`src/rtl/mapper_pkg.sv`:
```
package mapper_pkg;
    localparam int BANK_W = 6;
    localparam int BLK_W  = 3;

    localparam int S_BIT    = 0;
    localparam int MIR_BIT  = 1;
    localparam int BANK_LSB = 2;
    localparam int O_BIT    = 7;
    localparam int BANK_MSB = 8;
    localparam int L_BIT    = 9;

    typedef enum logic [1:0] {
        LAY_FIRST = 2'd0,
        LAY_LAST  = 2'd1,
        LAY_DUP   = 2'd2,
        LAY_WIDE  = 2'd3
    } layout_e;
endpackage

```
`src/rtl/mapper_latch.sv`:
```
module mapper_latch
    import mapper_pkg::*;
#(
    parameter int ADDR_W = 16
) (
    input  logic              clk,
    input  logic              rst,
    input  logic [ADDR_W-1:0] cpu_addr,
    input  logic              cpu_we,
    output layout_e           lay_q,
    output logic              lo_even_q,
    output logic              horiz_q,
    output logic [BANK_W-1:0] bank_q
);
    logic              take;
    layout_e           lay_d;
    logic              lo_even_d;
    logic              horiz_d;
    logic [BANK_W-1:0] bank_d;

    assign take = cpu_we & cpu_addr[ADDR_W-1];

    always_comb begin
        lay_d     = lay_q;
        lo_even_d = lo_even_q;
        horiz_d   = horiz_q;
        bank_d    = bank_q;
        if (take) begin
            unique case ({cpu_addr[O_BIT], cpu_addr[S_BIT]})
                2'b11:   lay_d = LAY_WIDE;
                2'b10:   lay_d = LAY_DUP;
                default: lay_d = cpu_addr[L_BIT] ? LAY_LAST : LAY_FIRST;
            endcase
            lo_even_d = cpu_addr[S_BIT];
            horiz_d   = cpu_addr[MIR_BIT];
            bank_d    = {cpu_addr[BANK_MSB], cpu_addr[BANK_LSB +: BANK_W-1]};
        end
    end

    always_ff @(posedge clk) begin
        if (rst) begin
            lay_q     <= LAY_FIRST;
            lo_even_q <= 1'b0;
            horiz_q   <= 1'b0;
            bank_q    <= '0;
        end else begin
            lay_q     <= lay_d;
            lo_even_q <= lo_even_d;
            horiz_q   <= horiz_d;
            bank_q    <= bank_d;
        end
    end
endmodule

```
`src/rtl/mapper_bank_calc.sv`:
```
module mapper_bank_calc
    import mapper_pkg::*;
(
    input  layout_e           lay,
    input  logic              lo_even,
    input  logic [BANK_W-1:0] bank,
    output logic [BANK_W-1:0] lo_bank,
    output logic [BANK_W-1:0] hi_bank
);
    localparam logic [BANK_W-1:0] BLK_MASK = BANK_W'((1 << BLK_W) - 1);
    localparam logic [BANK_W-1:0] ODD_BIT  = BANK_W'(1);

    always_comb begin
        unique case (lay)
            LAY_DUP: begin
                lo_bank = bank;
                hi_bank = bank;
            end
            LAY_WIDE: begin
                lo_bank = bank & ~ODD_BIT;
                hi_bank = bank | ODD_BIT;
            end
            LAY_FIRST: begin
                lo_bank = lo_even ? (bank & ~ODD_BIT) : bank;
                hi_bank = bank & ~BLK_MASK;
            end
            LAY_LAST: begin
                lo_bank = lo_even ? (bank & ~ODD_BIT) : bank;
                hi_bank = bank | BLK_MASK;
            end
            default: begin
                lo_bank = bank;
                hi_bank = bank;
            end
        endcase
    end
endmodule

```
`src/rtl/mapper_video_side.sv`:
```
module mapper_video_side (
    input  logic horiz,
    input  logic writable,
    input  logic ppu_a10,
    input  logic ppu_a11,
    input  logic ppu_we,
    output logic ciram_a10,
    output logic chr_we
);
    always_comb begin
        ciram_a10 = horiz ? ppu_a11 : ppu_a10;
        chr_we    = ppu_we & writable;
    end
endmodule

```
`src/rtl/addr_latched_prg_mapper.sv`:
```
module addr_latched_prg_mapper
    import mapper_pkg::*;
#(
    parameter int ADDR_W = 16,
    parameter int PAGE_W = 14,
    localparam int PRG_W = BANK_W + PAGE_W
) (
    input  logic              clk,
    input  logic              rst,
    input  logic [ADDR_W-1:0] cpu_addr,
    input  logic              cpu_we,
    input  logic              ppu_a10,
    input  logic              ppu_a11,
    input  logic              ppu_we,
    output logic [PRG_W-1:0]  prg_addr,
    output logic              ciram_a10,
    output logic              chr_we
);
    layout_e           lay_q;
    logic              lo_even_q;
    logic              horiz_q;
    logic [BANK_W-1:0] bank_q;
    logic [BANK_W-1:0] lo_bank;
    logic [BANK_W-1:0] hi_bank;
    logic              writable;

    mapper_latch #(.ADDR_W(ADDR_W)) u_latch (
        .clk       (clk),
        .rst       (rst),
        .cpu_addr  (cpu_addr),
        .cpu_we    (cpu_we),
        .lay_q     (lay_q),
        .lo_even_q (lo_even_q),
        .horiz_q   (horiz_q),
        .bank_q    (bank_q)
    );

    mapper_bank_calc u_calc (
        .lay     (lay_q),
        .lo_even (lo_even_q),
        .bank    (bank_q),
        .lo_bank (lo_bank),
        .hi_bank (hi_bank)
    );

    assign writable = (lay_q == LAY_FIRST) || (lay_q == LAY_LAST);

    mapper_video_side u_video (
        .horiz     (horiz_q),
        .writable  (writable),
        .ppu_a10   (ppu_a10),
        .ppu_a11   (ppu_a11),
        .ppu_we    (ppu_we),
        .ciram_a10 (ciram_a10),
        .chr_we    (chr_we)
    );

    always_comb begin
        prg_addr = {(cpu_addr[PAGE_W] ? hi_bank : lo_bank), cpu_addr[PAGE_W-1:0]};
    end
endmodule

```
`config.mk`:
```
export PLATFORM = sky130hd
export DESIGN_NAME = addr_latched_prg_mapper
export DESIGN_NICKNAME = d
export VERILOG_FILES = /design/src/rtl/mapper_pkg.sv /design/src/rtl/mapper_latch.sv /design/src/rtl/mapper_bank_calc.sv /design/src/rtl/mapper_video_side.sv /design/src/rtl/addr_latched_prg_mapper.sv
export SDC_FILE = /design/constraint.sdc
export NUM_CORES = 1
export LEC_CHECK = 0
export ABC_AREA = 1
export CAP_MARGIN = 25
export CORE_MARGIN = 1
export CORE_UTILIZATION = 29
export CTS_CLUSTER_SIZE = 16
export DETAILED_ROUTE_END_ITERATION = 12
export PLACE_DENSITY = 0.83
export SLEW_MARGIN = 20
export SYNTH_ARGS = -nofsm -noshare
export SYNTH_HDL_FRONTEND = slang
export SYNTH_SLANG_ARGS = --single-unit
```
`constraint.sdc`:
```
create_clock -name clk -period 0.9 [get_ports clk]
set_clock_uncertainty 0.1 [all_clocks]
set_input_delay 0.18 -clock clk [delete_from_list [all_inputs] [get_ports clk]]
set_output_delay 0.18 -clock clk [all_outputs]
set_load 0.05 [all_outputs]
```
==> out/summary.md <==
Total number of H-tree levels: 1. Counting along the longest clock path gives a buffer depth of 2. The synthesized-area fraction occupied by and/or/nand/nor cells works out to 0.211.

The multiplexer share of the synthesized area works out to 0. Walking the worst path, the cells encountered are a21boi_2, nand2_2, nand2_4, buf_12. The tools report the antenna diode count as 0.

The area used by sequential logic in the layout came out at 215 um^2. Once layout is complete, the cells apart from fillers number 138. The total global routing track utilization is 0.148, and the relative contribution of combinational cells to total power is 0.434. The logs give 105 for the number of nets produced by synthesis and 739 MHz for the peak clock frequency supported by timing. The global-route wire length before repair is 2.18 mm, and the synthesis-stage register bit count is 10. Setup repair after global routing could not meet its margin everywhere.

The clock share of power was 0.217. The internal power of the cells totals 0.000944 W. The number of nets in the layout is 136, and the total power is 0.00145 W. The category of the critical setup timing path is register to output pin.

The detail route stage leaves a number of antenna-violating nets equal to 0. The number of post-CTS setup repair buffers was 0. The worst register-to-register path ends at u_latch.lay_q[0]$_SDFFE_PP0P_. For the worst slack on hold paths, the log shows 177 ps. The die span in y works out to 46.6 um.

CTS saw 10 sinks. TritonCTS built the clock tree. The number of remaining DRC errors is 0, and the part of the power in registers is 0.349. The final reports fail on setup timing. The average instance area after synthesis works out to 6.93 um^2.

The number of cells on the worst hold path was 3; the aggregate routed wire length was 1.43 mm. The first detailed-routing pass ran for 4 iterations. The floorplan has 15 rows. The logs give 10 for the maximum number of pins on one net before global-route repair and 0.348 for the share of the yosys chip area belonging to registers. The switching share of power was 0.347.

The number of clock buffers inserted by TritonCTS came out at 3. In this run the power spent charging and discharging nets is 0.000502 W. From left edge to right edge, the die measures 46.6 um. The area share of xor/xnor cells in the synthesized design is 0, and the share of the clock period used by the worst path after layout is 1.50.

The clock reaches the later pin of the worst-skew pair after 250 ps. The clock transition at the registers of the reported paths was 60 ps; the worst-case setup margin in the final layout was -452 ps. The initial core utilization is 0.319. The tools report the layout filler cell count as 160.

The post-synthesis share of cell area spent on full adders, half adders and majority gates came out at 0. The worst register-to-register path begins at u_latch.lay_q[0]$_SDFFE_PP0P_. With fillers left out, the area of the finished cells amounts to 1160 um^2.

The total power per unit cell area was 1240 nW/um^2; the global-route congestion overflow total was 0. The worst stage delay on the critical path was 370 ps. The total cell area at the placement stage was 1080 um^2.

Complex-gate fraction of the synthesized area: 0.141. The mapped netlist covers 576 um^2. Max-cap violations in this run came to 0. Setup slack on the worst reg-to-reg path comes out at 90 ps. The worst hold path class was primary input to register. The length in cells of the worst reg-to-reg path works out to 4. Startpoint of the lowest-slack hold path: cpu_addr[7]. The total number of vias was 598. The arrival time of data at the critical path endpoint was 1070 ps; the layout overhead on the synthesized area was 102%. After clock tree synthesis, the flow added hold-fix buffers numbering 0. Synthesis handed over a netlist of 83 instances. The kind of start point of the critical path is a register. The multi-input combinational cells in the finished layout cover a total of 277 um^2.

Initial antenna violation count: 0. Along the worst path, the maximum fanout reaches 6. The tools report the final-report hold violation count as 0.

For hold timing, the worst endpoint is u_latch.lay_q[1]$_SDFFE_PP0P_. Largest family of logic cells by synthesized area: buffers and inverters. For the worst slew slack as a fraction of its limit, the log shows 0.881. The floorplan step defined a core boundary enclosing 1800 um^2. After synthesis, the netlist uses 13 different library cells. Warning count from the yosys run: 0. The worst setup path is captured at an output pin.

The congestion estimate from routability-driven global placement came to 0.703. The top-level port count came out at 44. The detailed-route wire length per cell is 10.4 um, and the largest voltage drop on the vdd net is 0.734 mV. The share of cells above drive strength 1 is 0.487.

The run finished, with violations left. After legalization and detailed placement, the total HPWL measured 1.15 mm. The tools report the final core area utilization as 0.645. Clock tree root buffer cell: sky130_fd_sc_hd__clkbuf_4. The slowest stage of the critical path is the sky130_fd_sc_hd__dfxtp_4 cell. The logs give 561 for the number of global-route vias before repair and 0 for the number of slew-limit violations in the final report. Dividing the detail-routed via count by the number of cells gives 4.33. The count of input and output buffers was 35.

The total instance count after detailed placement came out at 133. For the pin with the worst max-slew slack, the measured transition is 178 ps. Counting I/O delays and the setup requirement, the final critical path takes 1350 ps. For the number of DRC markers in iteration 0, the log shows 3. The run gives 620 ps as the required time of the critical path.

The floorplan step defined a die boundary enclosing 2170 um^2. For the leakage dissipation, the log shows 0.532 nW. Setup violations remaining at the end of the flow were counted as 8.
==> metal layers <==
layer | up-vias | share of wire | track usage | routed length (um)
li1 | 305 | - | - | -
met1 | 260 | 0.39 | 0.157 | 565
met2 | 29 | 0.52 | 0.242 | 744
met3 | 4 | 0.075 | 0.0588 | 108
met4 | 0 | 0.010 | 0.0882 | 15
met5 | - | 0 | 0 | 0
==> cell families (layout without fill, tap and decap cells) <==
logic type,count (synthesis),count (layout)
buffers and inverters,27,57
AOI/OAI and AO/OA,15,15
and+or+nand+nor,31,31
DFF,10,10
==> cell usage after synthesis <==
library cell	number	area share
sky130_fd_sc_hd__a21boi_0	1	0.013
sky130_fd_sc_hd__a21oi_2	1	0.015
sky130_fd_sc_hd__buf_4	17	0.22
sky130_fd_sc_hd__buf_6	1	0.020
sky130_fd_sc_hd__dfxtp_1	10	0.35
sky130_fd_sc_hd__inv_1	8	0.052
sky130_fd_sc_hd__inv_2	1	0.0065
sky130_fd_sc_hd__nand2_1	9	0.059
sky130_fd_sc_hd__nand2_2	1	0.011
sky130_fd_sc_hd__nand3_1	2	0.017
sky130_fd_sc_hd__nor2_1	19	0.12
sky130_fd_sc_hd__o21ai_0	10	0.087
sky130_fd_sc_hd__o21ai_1	3	0.026
==> state kept, by name, indices dropped and copies added (netlist names) <==
signal / cells
u_latch.bank_q: 6
u_latch.lo_even_q: 1
u_latch.lay_q: 2
u_latch.horiz_q: 1
==> metrics by stage <==
stage | setup slack [ps] | TNS (ps)
2_1_floorplan | -88.9 | -310
3_3_place_gp | -540 | -8510
3_5_place_dp | -576 | -9020
4_1_cts | -449 | -2430
5_1_grt | -507 | -2640
6_report | -452 | -2320
==> cells in the final DEF (no fill, tap or decap) <==
| cell | netlist | layout |
|---|---|---|
| sky130_fd_sc_hd__buf_12 | 0 | 16 |
| sky130_fd_sc_hd__o21ai_4 | 0 | 1 |
| sky130_fd_sc_hd__dlygate4sd2_1 | 0 | 9 |
| sky130_fd_sc_hd__dfxtp_2 | 0 | 3 |
| sky130_fd_sc_hd__buf_4 | 17 | 5 |
| sky130_fd_sc_hd__clkbuf_1 | 0 | 1 |
| sky130_fd_sc_hd__nand2_4 | 0 | 3 |
| sky130_fd_sc_hd__clkdlybuf4s15_1 | 0 | 5 |
| sky130_fd_sc_hd__clkbuf_2 | 0 | 1 |
| sky130_fd_sc_hd__buf_6 | 1 | 4 |
| sky130_fd_sc_hd__buf_8 | 0 | 1 |
| sky130_fd_sc_hd__nor2_4 | 0 | 1 |
| sky130_fd_sc_hd__inv_1 | 8 | 5 |
| sky130_fd_sc_hd__dfxtp_4 | 0 | 3 |
| sky130_fd_sc_hd__nand3_1 | 2 | 1 |
| sky130_fd_sc_hd__clkdlybuf4s50_1 | 0 | 1 |
| sky130_fd_sc_hd__o21ai_2 | 0 | 3 |
| sky130_fd_sc_hd__a21boi_2 | 0 | 1 |
| sky130_fd_sc_hd__nand2_2 | 1 | 3 |
| sky130_fd_sc_hd__nand3_4 | 0 | 1 |
| sky130_fd_sc_hd__o21ai_1 | 3 | 4 |
| sky130_fd_sc_hd__nor2_1 | 19 | 18 |
| sky130_fd_sc_hd__clkinvlp_2 | 0 | 1 |
| sky130_fd_sc_hd__a21oi_2 | 1 | 1 |
| sky130_fd_sc_hd__dlymetal6s2s_1 | 0 | 1 |
| sky130_fd_sc_hd__o21ai_0 | 10 | 5 |
| sky130_fd_sc_hd__nand2_1 | 9 | 4 |
| sky130_fd_sc_hd__dfxtp_1 | 10 | 4 |
| sky130_fd_sc_hd__inv_2 | 1 | 4 |
| sky130_fd_sc_hd__clkbuf_4 | 0 | 3 |
==> power by group through the flow <==
| stage | sequential [W] | clock [W] | combinational [W] |
|---|---|---|---|
| finish | 0.000505 | 0.000314 | 0.000628 |
| global route | 0.000509 | 0.000353 | 0.000661 |
| CTS | 0.000504 | 0.000333 | 0.000620 |
| detailed placement | 0.000509 | 0 | 0.000622 |
| global placement | 0.000508 | 0 | 0.000612 |
| floorplan | 0.000500 | 0 | 0.000387 |
==> how the worst max path moves through the flow <==
| stage | cells after the start | start | slack (ps) | endpoint |
|---|---|---|---|---|
| floorplan | 3 | u_latch.lay_q[1]$_SDFFE_PP0P_ | -90 | prg_addr[14] |
| global placement | 6 | cpu_addr[14] | -540 | prg_addr[14] |
| detailed placement | 5 | cpu_addr[14] | -580 | prg_addr[15] |
| CTS | 5 | u_latch.lay_q[1]$_SDFFE_PP0P_ | -450 | prg_addr[14] |
| global route | 4 | u_latch.lay_q[1]$_SDFFE_PP0P_ | -510 | prg_addr[14] |
| finish | 4 | u_latch.lay_q[1]$_SDFFE_PP0P_ | -450 | prg_addr[14] |
==> critical path, delay by kind of cell, from the launching register on <==
kind,cells,cell delay [ps]
AND/OR/NAND/NOR,2,160
flip-flops,1,370
buffers and inverters,1,130
AO/OA/AOI/OAI,1,160
==> final cells by class <==
class / instances / area share
timing repair buffer: 43 / 0.494
multi-input combinational: 46 / 0.238
sequential: 10 / 0.185
inverter: 9 / 0.0291
tap: 25 / 0.0269
clock buffer: 4 / 0.0226
timing repair inverter: 1 / 0.00431
==> what timing repair did <==
item | in CTS | in global routing
resized for setup | 33 | 13
gates cloned | 0 | 1
pin swaps | 4 | 3
endpoints found under the setup margin | 28 | 15
Note: power is estimated with default switching activity, not from simulation.
